==> src/rtl/flagunit_pkg.sv <==
`timescale 1ns/1ps
package flagunit_pkg;

  localparam int FLAG_W = 4;

  typedef enum logic [1:0] {
    OP_ADD   = 2'b00,
    OP_SUB   = 2'b01,
    OP_LOGSH = 2'b10,
    OP_LOGIC = 2'b11
  } op_class_e;

  // Flag nibble ordering N,Z,C,V from msb down
  typedef struct packed {
    logic n;
    logic z;
    logic c;
    logic v;
  } flags_t;

  // Strobes from control to datapath
  typedef struct packed {
    logic updNZ;
    logic updC;
    logic cFromShift;
    logic cInvert;
    logic updV;
    logic vSubtract;
  } flag_strobes_t;

endpackage

==> src/rtl/flag_ctrl.sv <==
`timescale 1ns/1ps
module flag_ctrl
  import flagunit_pkg::*;
(
  input  op_class_e     opClass,
  input  logic          setFlags,
  input  logic [3:0]    condCode,
  input  flags_t        curFlags,
  output flag_strobes_t strobes,
  output logic          execute
);

  logic baseCond;

  always_comb begin
    strobes = '0;
    if (setFlags) begin
      strobes.updNZ = 1'b1;
      unique case (opClass)
        OP_ADD: begin
          strobes.updC = 1'b1;
          strobes.updV = 1'b1;
        end
        OP_SUB: begin
          strobes.updC      = 1'b1;
          strobes.cInvert   = 1'b1;
          strobes.updV      = 1'b1;
          strobes.vSubtract = 1'b1;
        end
        OP_LOGSH: begin
          strobes.updC       = 1'b1;
          strobes.cFromShift = 1'b1;
        end
        default: ;
      endcase
    end
  end

  // Condition pairs share a base test; the low code bit inverts it
  always_comb begin
    unique case (condCode[3:1])
      3'd0:    baseCond = curFlags.z;
      3'd1:    baseCond = curFlags.c;
      3'd2:    baseCond = curFlags.n;
      3'd3:    baseCond = curFlags.v;
      3'd4:    baseCond = curFlags.c & ~curFlags.z;
      3'd5:    baseCond = (curFlags.n == curFlags.v);
      3'd6:    baseCond = ~curFlags.z & (curFlags.n == curFlags.v);
      default: baseCond = 1'b1;
    endcase
  end

  assign execute = baseCond ^ condCode[0];

endmodule

==> src/rtl/flag_datapath.sv <==
`timescale 1ns/1ps
module flag_datapath
  import flagunit_pkg::*;
#(
  parameter int DATA_W = 32
) (
  input  flag_strobes_t      strobes,
  input  logic [DATA_W-1:0]  result,
  input  logic               aSign,
  input  logic               bSign,
  input  logic               arithCarry,
  input  logic               shiftCarry,
  input  flags_t             curFlags,
  output flags_t             nextFlags
);

  localparam int MSB = DATA_W - 1;

  logic resSign;
  logic resZero;
  logic addOvf;
  logic subOvf;

  assign resSign = result[MSB];
  assign resZero = ~|result;
  assign addOvf  = (aSign == bSign) && (resSign != aSign);
  assign subOvf  = (aSign != bSign) && (resSign != aSign);

  always_comb begin
    nextFlags = curFlags;
    if (strobes.updNZ) begin
      nextFlags.n = resSign;
      nextFlags.z = resZero;
    end
    if (strobes.updC)
      nextFlags.c = strobes.cFromShift ? shiftCarry : (arithCarry ^ strobes.cInvert);
    if (strobes.updV)
      nextFlags.v = strobes.vSubtract ? subOvf : addOvf;
  end

endmodule

==> src/rtl/flag_unit.sv <==
`timescale 1ns/1ps
module flag_unit
  import flagunit_pkg::*;
#(
  parameter int DATA_W  = 32,
  parameter bit REG_OUT = 1'b1
) (
  input  logic              clk,
  input  logic              rstN,
  input  logic [1:0]        opClass,
  input  logic [DATA_W-1:0] result,
  input  logic              aSign,
  input  logic              bSign,
  input  logic              arithCarry,
  input  logic              shiftCarry,
  input  logic              setFlags,
  input  logic [3:0]        curFlags,
  input  logic [3:0]        condCode,
  output logic [3:0]        newFlags,
  output logic              execute
);

  flag_strobes_t strobes;
  flags_t        nextFlags;

  flag_ctrl uCtrl (
    .opClass  (op_class_e'(opClass)),
    .setFlags (setFlags),
    .condCode (condCode),
    .curFlags (flags_t'(curFlags)),
    .strobes  (strobes),
    .execute  (execute)
  );

  flag_datapath #(.DATA_W(DATA_W)) uDp (
    .strobes    (strobes),
    .result     (result),
    .aSign      (aSign),
    .bSign      (bSign),
    .arithCarry (arithCarry),
    .shiftCarry (shiftCarry),
    .curFlags   (flags_t'(curFlags)),
    .nextFlags  (nextFlags)
  );

  generate
    if (REG_OUT) begin : gReg
      logic [FLAG_W-1:0] flagsQ;
      always_ff @(posedge clk or negedge rstN) begin
        if (!rstN) flagsQ <= '0;
        else       flagsQ <= nextFlags;
      end
      assign newFlags = flagsQ;

      // disabled update holds all flags
      a_r8_hold_all: assert property (@(posedge clk) disable iff (!rstN)
        !setFlags |=> newFlags == $past(curFlags));
      // N follows result sign
      a_r2_n_sign: assert property (@(posedge clk) disable iff (!rstN)
        setFlags |=> newFlags[3] == $past(result[DATA_W-1]));
      // Z flags an all-zero result
      a_r3_z_zero: assert property (@(posedge clk) disable iff (!rstN)
        setFlags |=> newFlags[2] == ($past(result) == '0));
      // plain logical class keeps C and V
      a_r7_keep_cv: assert property (@(posedge clk) disable iff (!rstN)
        (setFlags && opClass == 2'b11) |=> newFlags[1:0] == $past(curFlags[1:0]));
      // fixed codes
      a_r10_always: assert property (@(posedge clk) disable iff (!rstN)
        condCode == 4'b1110 |-> execute);
      a_r10_never: assert property (@(posedge clk) disable iff (!rstN)
        condCode == 4'b1111 |-> !execute);
    end else begin : gComb
      assign newFlags = nextFlags;
    end
  endgenerate

endmodule

==> config.mk <==
export PLATFORM = sky130hd
export DESIGN_NAME = flag_unit
export DESIGN_NICKNAME = d
export VERILOG_FILES = /design/src/rtl/flagunit_pkg.sv /design/src/rtl/flag_ctrl.sv /design/src/rtl/flag_datapath.sv /design/src/rtl/flag_unit.sv
export SDC_FILE = /design/constraint.sdc
export NUM_CORES = 1
export LEC_CHECK = 0
export ABC_AREA = 1
export ABC_CLOCK_PERIOD_IN_PS = 1450
export BUFFER_PORTS_ARGS = -buffer_cell sky130_fd_sc_hd__clkbuf_2
export CORE_MARGIN = 4
export CORE_UTILIZATION = 33
export DETAILED_ROUTE_END_ITERATION = 10
export HOLD_SLACK_MARGIN = 0.15
export PLACE_DENSITY = 0.82
export SYNTH_ARGS = -nofsm -noshare
export SYNTH_HDL_FRONTEND = slang
export SYNTH_SLANG_ARGS = --single-unit
export TNS_END_PERCENT = 100
==> constraint.sdc <==
create_clock -name clk -period 1.45 [get_ports clk]
set_input_delay 0.29 -clock clk [delete_from_list [all_inputs] [get_ports clk]]
set_output_delay 0.29 -clock clk [all_outputs]
set_load 0.02 [all_outputs]
==> flow_summary.yaml <==
drt:
  total_length_of_routed_met3_wires_um: 71
  route.layer.met1.wl_um: 514
  antenna_left: 0
  drc_viols: 0
  wl_met2_um: 817
  detail_route.wl_per_cell_um: 9.353
  drt_first_iter_violations: 2
  num_vias: 659
  drt-pass1-iter-count: 2
  detail_route.vias_per_cell: 4.393
  top_layer: "met3"
  finalWirelength_um: 1403
timing:
  timing.hold.ws_ns: 0.3280
  final.setup.worst_slack_ns: 0.09010
  slew_viol_final: 0
  min_period_ns: 1.360
  clock.fmax_mhz: 735.4
  final.setup.tns_ns: 0
  number_of_failing_setup_endpoints_in_the_final_timing_report: 0
  max_slew_margin_pct: 84.70
  timing.final.hold_violations: 0
  finalCritPeriodShare_pct: 93.79
  max_slew.worst_pin.slew_ns: 0.2287
logic_synthesis:
  yosys_register_bits: 4
  yosys.area.top_type: "sky130_fd_sc_hd__dfrtp_1"
  async_flop_share_pct: 100.0
  post-synth-top-count-cell: "sky130_fd_sc_hd__nor2_1"
  yosys_warnings: 0
  postSynth.topFlopCell: "sky130_fd_sc_hd__dfrtp_1"
  synthesis.area_per_instance_um2: 5.512
  synth.lib_cells_used.distinct: 12
  synthesis.instances: 79
  syn_nets: 128
  synth_enable_flop_cells: 0
  synth.top_cell.area_share_pct: 22.99
  synth_area_leaders: "sky130_fd_sc_hd__dfrtp_1, sky130_fd_sc_hd__nor2_1, sky130_fd_sc_hd__nand2_1"
  synth-seq-area-share_pct: 22.99
  synth_top_cells_by_count: "sky130_fd_sc_hd__nor2_1, sky130_fd_sc_hd__nand2_1, sky130_fd_sc_hd__inv_1, sky130_fd_sc_hd__nand3_1, sky130_fd_sc_hd__dfrtp_1"
  synth.cell_area_um2: 435.4
cts:
  cts_num_sinks: 4
  clock_tree_from_tritoncts: "built"
  cts_root_buf: "sky130_fd_sc_hd__clkbuf_4"
  cts.clk_slew.worst_paths_ns: 0.04
  cts.htree.levels: 1
  cts_inserted_buffers: 3
  clock_tree.buffer_depth: 2
  post_cts_buffers: 0
grt:
  globalRouteOverflowTotal: 0
  grt_pass1_vias: 598
  antenna_found_initial: 0
  wire_length_of_the_first_global_routing_pass_um: 2256
  global_route.usage.total_pct: 14.85
  grt_start_max_net_pins: 6
final_layout:
  design.final.nets: 187
  finalNonFillerCells: 150
  syn_to_final_growth_pct: 77.59
  postLayoutCoreUtil_pct: 66.03
  antenna_diode_count: 0
  largest_register_ff_count: 4
  final_layout_size_suffix_gt1_share_pct: 45.59
min_path:
  timing.hold.worst_endpoint: "newFlags[2]$_DFF_PN0_"
  hold_class: "input port to flip-flop"
  hold_path_depth: 3
  worst_hold_startpoint: "curFlags[2]"
place:
  dp_cells: 146
  detailed_place_hpwl_um: 1330
  portBuffers: 53
  globalplace.congestion: 0.7491
  placement.setup.worst_slack_ns: 0.05659
floorplan:
  die_y_um: 44.33
  initial_utilization_pct: 37.18
  top_level_ports: 54
  die_area_mm2: 0.001965
  placement_rows: 12
  die_width_um: 44.33
  design.core.area_mm2: 0.001171
worst_setup_path:
  timing_worst_setup_path_type: "input port to primary output"
  crit_path_arrival_time_ns: 1.07
  crit_path_end_kind: "primary output"
  critPathRequiredTime_ns: 1.16
  cp_max_fo: 5
  critPathLaunchType: "input port"
power_and_ir_drop:
  power_density_mw_per_mm2: 565.0
  cellLeakagePower_nw: 0.4797
  vdd_drop_max_v: 0.0002018
status:
  outcome: "finished clean"
flow_run:
  drv.max_cap_violation_count: 0
-- cell type report --
| type | instances | area (um^2) |
|---|---|---|
| inverter | 12 | 45.04 |
| timing repair buffer | 54 | 286.5 |
| multi-input combinational | 63 | 301.5 |
| sequential | 4 | 100.1 |
| fill | 103 | 397.9 |
| clock buffer | 3 | 22.52 |
| tap | 14 | 17.52 |
-- critical path, stage by stage --
cell                      delay, ns
sky130_fd_sc_hd__buf_4         0.13
sky130_fd_sc_hd__inv_2         0.06
sky130_fd_sc_hd__nand3_2       0.06
sky130_fd_sc_hd__nand2_1       0.06
sky130_fd_sc_hd__nand2_1       0.05
sky130_fd_sc_hd__nand2_1       0.06
sky130_fd_sc_hd__nand2_1       0.06
sky130_fd_sc_hd__nand2_1       0.06
sky130_fd_sc_hd__nand2_1       0.04
sky130_fd_sc_hd__nand2_1       0.07
sky130_fd_sc_hd__buf_6         0.12
-- worst max path at each step --
| stage | from | to | cells past startpoint |
|---|---|---|---|
| floorplan | condCode[1] | execute | 9 |
| global placement | condCode[1] | execute | 11 |
| detailed placement | condCode[2] | execute | 8 |
| CTS | condCode[2] | execute | 8 |
| global route | condCode[1] | execute | 11 |
| finish | condCode[1] | execute | 11 |
-- layer usage --
metal  up-vias  global-route usage, %
met5         -                      0
met4         0                  3.614
met3         0                  2.846
met2        12                  29.94
met1       282                  15.22
li1        365                      -
-- report_power, final --
group / total (mW) / internal (mW) / leakage (nW) / switching (mW)
clock: 0.130 / 0.0921 / 0.0138 / 0.0383
combinational: 0.183 / 0.0933 / 0.418 / 0.0900
sequential: 0.123 / 0.121 / 0.0484 / 0.00212
-- kinds of logic after synthesis --
logic type / synth area share (%)
compound gates: 4.598
xor+xnor: 10.06
simple gates: 52.01
flops: 22.99
buf+inv: 10.34
-- cell usage in the layout, fill, tap and decap left out, types with 2 or more instances in the layout --
cell type                  Yosys  routed
sky130_fd_sc_hd__buf_4         0       2
sky130_fd_sc_hd__dfrtp_1       4       4
sky130_fd_sc_hd__xnor2_1       3       3
sky130_fd_sc_hd__nand3_1      10       9
sky130_fd_sc_hd__xor2_1        2       2
sky130_fd_sc_hd__clkbuf_4      0       3
sky130_fd_sc_hd__o21ai_0       2       2
sky130_fd_sc_hd__nand2_1      19      19
sky130_fd_sc_hd__clkbuf_2      0      50
sky130_fd_sc_hd__inv_2         0       3
sky130_fd_sc_hd__inv_1        12       9
sky130_fd_sc_hd__nor2_1       20      19
sky130_fd_sc_hd__nand4_1       3       3
-- metrics by stage --
stage          power, mW  instance area [um^2]
2_1_floorplan     0.2012                 435.4
3_3_place_gp      0.2902                 718.2
3_5_place_dp      0.2952                 718.2
4_1_cts           0.4311                 750.7
5_1_grt           0.4738                 773.2
6_report          0.4369                 773.2
-- timing repair --
| item | 4_1_cts | 5_1_grt |
|---|---|---|
| resized for setup | 0 | 13 |
| setup endpoints to repair | 0 | 1 |
| hold buffers | 1 | 0 |
| endpoints found under the hold margin | 4 | 0 |
Power figures use the tool's default switching activity.
